`src/rtl/wave_seq_pkg.sv`:
```
package wave_seq_pkg;
  typedef enum logic [2:0] {
    ST_IDLE,
    ST_FETCH,
    ST_LATCH,
    ST_WAITRDY,
    ST_ARM,
    ST_SPACE,
    ST_DONE
  } seq_state_t;
endpackage

```
`src/rtl/wave_seq_gap_timer.sv`:
```
module wave_seq_gap_timer #(
  parameter int TW = 16
) (
  input  logic          clk,
  input  logic          rst,
  input  logic          clear_i,
  output logic [TW-1:0] count_o
);
  localparam logic [TW-1:0] TOP = {TW{1'b1}};

  always_ff @(posedge clk) begin
    if (rst || clear_i) begin
      count_o <= '0;
    end else if (count_o != TOP) begin
      count_o <= count_o + 1'b1;
    end
  end
endmodule

```
`src/rtl/wave_seq_index.sv`:
```
module wave_seq_index #(
  parameter int CW = 16,
  parameter int AW = 32
) (
  input  logic          clk,
  input  logic          rst,
  input  logic          clr_i,
  input  logic          adv_i,
  input  logic [CW-1:0] len_i,
  input  logic [AW-1:0] base_i,
  output logic [CW-1:0] idx_o,
  output logic          last_o,
  output logic [AW-1:0] addr_o
);
  localparam int XW = CW + 1;

  logic [XW-1:0] next_count;

  always_ff @(posedge clk) begin
    if (rst || clr_i) begin
      idx_o <= '0;
    end else if (adv_i) begin
      idx_o <= idx_o + 1'b1;
    end
  end

  assign next_count = {1'b0, idx_o} + XW'(1);
  assign last_o     = next_count >= {1'b0, len_i};
  assign addr_o     = base_i + (AW'(idx_o) << 2);
endmodule

```
`src/rtl/wave_seq.sv`:
```
module wave_seq #(
  parameter int CW = 16,
  parameter int TW = 16,
  parameter int AW = 32,
  parameter int DW = 32
) (
  input  logic          clk,
  input  logic          rst,
  input  logic          run_i,
  input  logic          loop_i,
  input  logic [CW-1:0] wave_len_i,
  input  logic [TW-1:0] spacing_i,
  input  logic [AW-1:0] base_addr_i,
  output logic          mem_rd_o,
  output logic [AW-1:0] mem_addr_o,
  input  logic [DW-1:0] mem_data_i,
  input  logic          spi_ready_i,
  input  logic          spi_done_i,
  output logic          spi_arm_o,
  output logic [DW-1:0] spi_data_o,
  output logic [CW-1:0] index_o,
  output logic [TW-1:0] timer_o,
  output logic          ready_o,
  output logic          finished_o
);
  import wave_seq_pkg::*;

  seq_state_t state_q, state_n;
  logic       idx_clr, idx_adv, tmr_clr, is_last, gap_met;

  wave_seq_index #(.CW(CW), .AW(AW)) u_index (
    .clk    (clk),
    .rst    (rst),
    .clr_i  (idx_clr),
    .adv_i  (idx_adv),
    .len_i  (wave_len_i),
    .base_i (base_addr_i),
    .idx_o  (index_o),
    .last_o (is_last),
    .addr_o (mem_addr_o)
  );

  wave_seq_gap_timer #(.TW(TW)) u_timer (
    .clk     (clk),
    .rst     (rst),
    .clear_i (tmr_clr),
    .count_o (timer_o)
  );

  assign gap_met = timer_o >= spacing_i;

  always_comb begin
    state_n = state_q;
    idx_clr = 1'b0;
    idx_adv = 1'b0;
    tmr_clr = 1'b0;
    case (state_q)
      ST_IDLE: begin
        if (run_i) begin
          if (wave_len_i == '0) begin
            state_n = ST_DONE;
          end else begin
            state_n = ST_FETCH;
            idx_clr = 1'b1;
          end
        end
      end
      ST_FETCH:   state_n = ST_LATCH;
      ST_LATCH:   state_n = ST_WAITRDY;
      ST_WAITRDY: if (spi_ready_i) state_n = ST_ARM;
      ST_ARM: begin
        if (spi_done_i) begin
          state_n = ST_SPACE;
          tmr_clr = 1'b1;
        end
      end
      ST_SPACE: begin
        if (gap_met) begin
          if (!run_i) begin
            state_n = ST_IDLE;
          end else if (is_last) begin
            if (loop_i) begin
              state_n = ST_FETCH;
              idx_clr = 1'b1;
            end else begin
              state_n = ST_DONE;
            end
          end else begin
            state_n = ST_FETCH;
            idx_adv = 1'b1;
          end
        end
      end
      ST_DONE:    if (!run_i) state_n = ST_IDLE;
      default:    state_n = ST_IDLE;
    endcase
  end

  always_ff @(posedge clk) begin
    if (rst) begin
      state_q    <= ST_IDLE;
      spi_arm_o  <= 1'b0;
      spi_data_o <= '0;
    end else begin
      state_q <= state_n;
      if (state_q == ST_LATCH) begin
        spi_data_o <= mem_data_i;
      end
      if (state_q == ST_WAITRDY && spi_ready_i) begin
        spi_arm_o <= 1'b1;
      end else if (state_q == ST_ARM && spi_done_i) begin
        spi_arm_o <= 1'b0;
      end
    end
  end

  assign mem_rd_o   = (state_q == ST_FETCH);
  assign ready_o    = (state_q == ST_IDLE);
  assign finished_o = (state_q == ST_DONE);
endmodule

```
`config.mk`:
```
export PLATFORM = sky130hd
export DESIGN_NAME = wave_seq
export DESIGN_NICKNAME = d
export VERILOG_FILES = /design/src/rtl/wave_seq_pkg.sv /design/src/rtl/wave_seq_gap_timer.sv /design/src/rtl/wave_seq_index.sv /design/src/rtl/wave_seq.sv
export SDC_FILE = /design/constraint.sdc
export NUM_CORES = 1
export LEC_CHECK = 0
export ABC_AREA = 1
export BUFFER_PORTS_ARGS = -buffer_cell sky130_fd_sc_hd__buf_2
export CAP_MARGIN = 20
export CORE_UTILIZATION = 50
export DETAILED_ROUTE_END_ITERATION = 6
export PLACE_DENSITY = 0.81
export SYNTH_ARGS = -nofsm -noshare
export SYNTH_HDL_FRONTEND = slang
export SYNTH_SLANG_ARGS = --single-unit
export TNS_END_PERCENT = 30
```
`constraint.sdc`:
```
create_clock -name clk -period 7.8 [get_ports clk]
set_input_delay 1.17 -clock clk [delete_from_list [all_inputs] [get_ports clk]]
set_output_delay 1.17 -clock clk [all_outputs]
set_load 0.01 [all_outputs]
```
==> reports/results.txt <==
Final setup violation count: 0
Yosys warns: 0
Cell internal pwr: 689.5 uW
Slew Viols, Final: 0
Worst path arrival time: 3.15 ns
Buf/Inv on CP: 3
Die width: 106.8 um
Flop pwr share: 0.407
Worst slew margin: 0.5989
# diodes: 0
Hold Path End: spi_data_o[4]
Yosys cell types: 48
Crit path largest cell delay: 0.38 ns
Synth top cells by count: 152 x inv_1, 152 x nand2_1, 72 x a21oi_1
CP Capture Type: output port
Synth top area share: 0.2477
Power Total: 1090 uW
Most used DFF post-synth: dfxtp_1
Maxcap violations: 0
Delay-heaviest family, CP: compound AO/OA/AOI/OAI gates
Pwr dens: 161.0 nW/um^2
Setup WS pre-CTS: 3.493 ns
GRT Util Overall: 0.2610
Worst reg-to-reg path cell count: 18
Layout cell share with drive strength beyond 1: 0.2530
Fin Clk Skew: 0.01205 ns
CTS clk-pin slew, worst paths: 0.07 ns
Grt met1 use: 0.3252
GR Util met2: 0.4350
FF-to-FF setup slack: 4.66 ns
Syn Std Cell Area: 5497 sq um
Seq/Total Area, Yosys: 0.2477
Final hold violation count: 0
DP Wirelength: 11.99 mm
Hold Crit Start: spi_data_o[4]
Clock sink total: 68
Post-Syn Area per Cell: 6.703 sq um
Global-route wire length before repair: 24.01 mm
Critical path peak fanout: 6
Clk network pwr share: 0.272
Hold_ws: 0.4434 ns
Most frequent CP cell: a21oi_1
# H-tree levels: 3
Starting DRT DRC Count: 405
Initial Util: 0.5230
Largest net degree at the start of global routing: 67
Gr ovfl total: 0
GR Util met3: 0.05106
Type of the worst setup path: input port to output port
Startpoint Class: input port
P&R area growth vs syn: 23.17%
Worst R2R Start: u_index.idx_o[0]
Total CTS buffers: 9
Min cycle time layout: 4.319 ns
Num ports: 202
Final WL: 14.81 mm
Area contributors post-synth: dfxtp_1 25%, ha_1 11%, inv_1 10%, nand2_1 10%, a21oi_1 6.6%
Initial DRT Pass Iterations: 5
Least-Margin Pin Slew: 0.5979 ns
Fin Setup TNS: 0 ns
Outcome: complete, no violations
Synth Instances: 820
Post-synth EDFFs: 0
Maximum vdd ir drop: 0.1562 mV
Drt drc: 0
Clk buf depth: 2
Slowest-stage cell, CP: ha_1
Core Box Area: 10,510 sq um
Vias in the first global route: 5,479
RSZ-0062 raised after global routing: no
Worst R2R End: u_index.idx_o[1]
Post_cts resized: 0
Sw Pwr: 400.4 uW
Leakage: 0.003650 uW
Sw frac: 0.3674
Logic pwr share: 0.322
Initial antenna violation count: 0
# rows: 37
Asr flop ratio synth: 0
Chip height: 106.8 um
Root Buffer: clkbuf_8
GP Congestion: 0.9731
Hold buffers post-CTS: 0
Full die area: 11,420 sq um
Syn_nets: 973
Most crowded layer after global routing: met2
Hold path depth: 2
Setup repair bufs after CTS: 0
Vias/cell: 5.164
Yosys top cell by area: dfxtp_1
Clk Latency, worst-skew pair: 0.36 ns
#FFs+latches synth: 68
Final net count: 1,164
Vias: 5,949
Wire length per cell: 12.86 um
Hold WC Path Type: flip-flop to flip-flop
Highest clock rate: 231.5 MHz
Port bufs: 197
Required time of the critical path: 6.63 ns
Final worst slack: 3.481 ns
Crit share post-route: 0.5538
Cell breakdown of the critical path: buf_2 -> ha_1 -> a21oi_1 -> o21ai_0 -> a21oi_1 -> o21ai_1 -> a21oi_1 -> inv_1 -> nand3b_1 -> nand2_1 -> buf_2
Antenna Nets Post-Route: 0
CTS tree: built
-- power by group through the flow --
stage	combinational (uW)	clock [uW]	sequential, uW
after floorplan	197	0	471
after global placement	345	0	448
after detailed placement	353	0	449
after CTS	353	301	443
after global routing	398	314	451
final	351	296	443
-- registers in the layout (all words and copies together) (netlist names) --
name,flops
spi_data_o,32
spi_arm_o,1
u_index.idx_o,16
state_q,3
u_timer.count_o,16
-- how the worst max path moves through the flow --
stage,start,endpoint,depth (start not counted)
2_1_floorplan,base_addr_i[2],mem_addr_o[26],13
3_3_place_gp,base_addr_i[2],mem_addr_o[30],15
3_5_place_dp,base_addr_i[2],mem_addr_o[26],15
4_1_cts,base_addr_i[2],mem_addr_o[26],15
5_1_grt,base_addr_i[2],mem_addr_o[26],15
6_report,base_addr_i[8],mem_addr_o[23],11
-- tightest hold or removal path: stages, from the launching register on --
cell and delay (ns):
dfxtp_1 0.31, inv_1 0.04, a21oi_1 0.05
-- final cells by class --
type	instances	area, sq um
Inverter	157	591.8
Sequential cell	68	1361
Fill cell	973	3739
Timing Repair Buffer	199	1001
Multi-Input combinational cell	576	3445
Clock inverter	7	77.57
Tap cell	136	170.2
Clock buffer	9	123.9
-- routing by layer --
layer | wire (um) | part of all wire | vias to the layer above
li1 | - | - | 3057
met1 | 6428 | 0.43 | 2621
met2 | 6846 | 0.46 | 248
met3 | 1230 | 0.083 | 23
met4 | 306 | 0.021 | 0
met5 | 0 | 0 | -
-- placed cells by master, fill, tap and decap left out, types with 2 or more instances in the layout --
| master | synthesis | layout |
|---|---|---|
| a21oi_2 | 11 | 11 |
| nor3_1 | 15 | 15 |
| inv_2 | 3 | 3 |
| o21ai_0 | 51 | 51 |
| a21oi_1 | 72 | 72 |
| xor2_1 | 30 | 30 |
| buf_4 | 2 | 2 |
| nand3_4 | 2 | 2 |
| xnor2_1 | 13 | 13 |
| o21bai_1 | 3 | 3 |
| o21ai_2 | 2 | 2 |
| clkinvlp_4 | 0 | 4 |
| nor2_2 | 6 | 6 |
| and3_1 | 2 | 2 |
| nor2_1 | 56 | 56 |
| nand3_1 | 39 | 38 |
| dfxtp_1 | 68 | 68 |
| clkbuf_8 | 0 | 9 |
| nand4_1 | 33 | 33 |
| o211ai_1 | 2 | 2 |
| nor3_2 | 5 | 5 |
| buf_2 | 5 | 197 |
| inv_1 | 152 | 152 |
| nand2_1 | 152 | 152 |
| nand3_2 | 2 | 3 |
| nand2_2 | 3 | 3 |
| nor3b_1 | 2 | 2 |
| ha_1 | 50 | 50 |
| nor2_4 | 2 | 2 |
| a21o_1 | 5 | 5 |
| clkinv_4 | 0 | 2 |
| a31oi_1 | 4 | 4 |
-- kinds of logic after synthesis --
| family | count (synthesis) | share of synthesized area |
|---|---|---|
| and+or+nand+nor | 325 | 0.2784 |
| buffers and inverters | 176 | 0.1266 |
| AOI/OAI and AO/OA | 157 | 0.1614 |
| DFF | 68 | 0.2477 |
| adders and majority gates | 51 | 0.1175 |
| xor gates and xnor gates | 43 | 0.06852 |
-- stage by stage --
step | cells | instance area, sq um | util
global placement | 1136 | 6569 | 0.6251
global route | 1152 | 6770 | 0.6442
CTS | 1152 | 6770 | 0.6442
floorplan | 820 | 5497 | -
finish | 1152 | 6770 | 0.6442
detailed placement | 1136 | 6569 | 0.6251
Note: power is estimated with default switching activity, not from simulation.
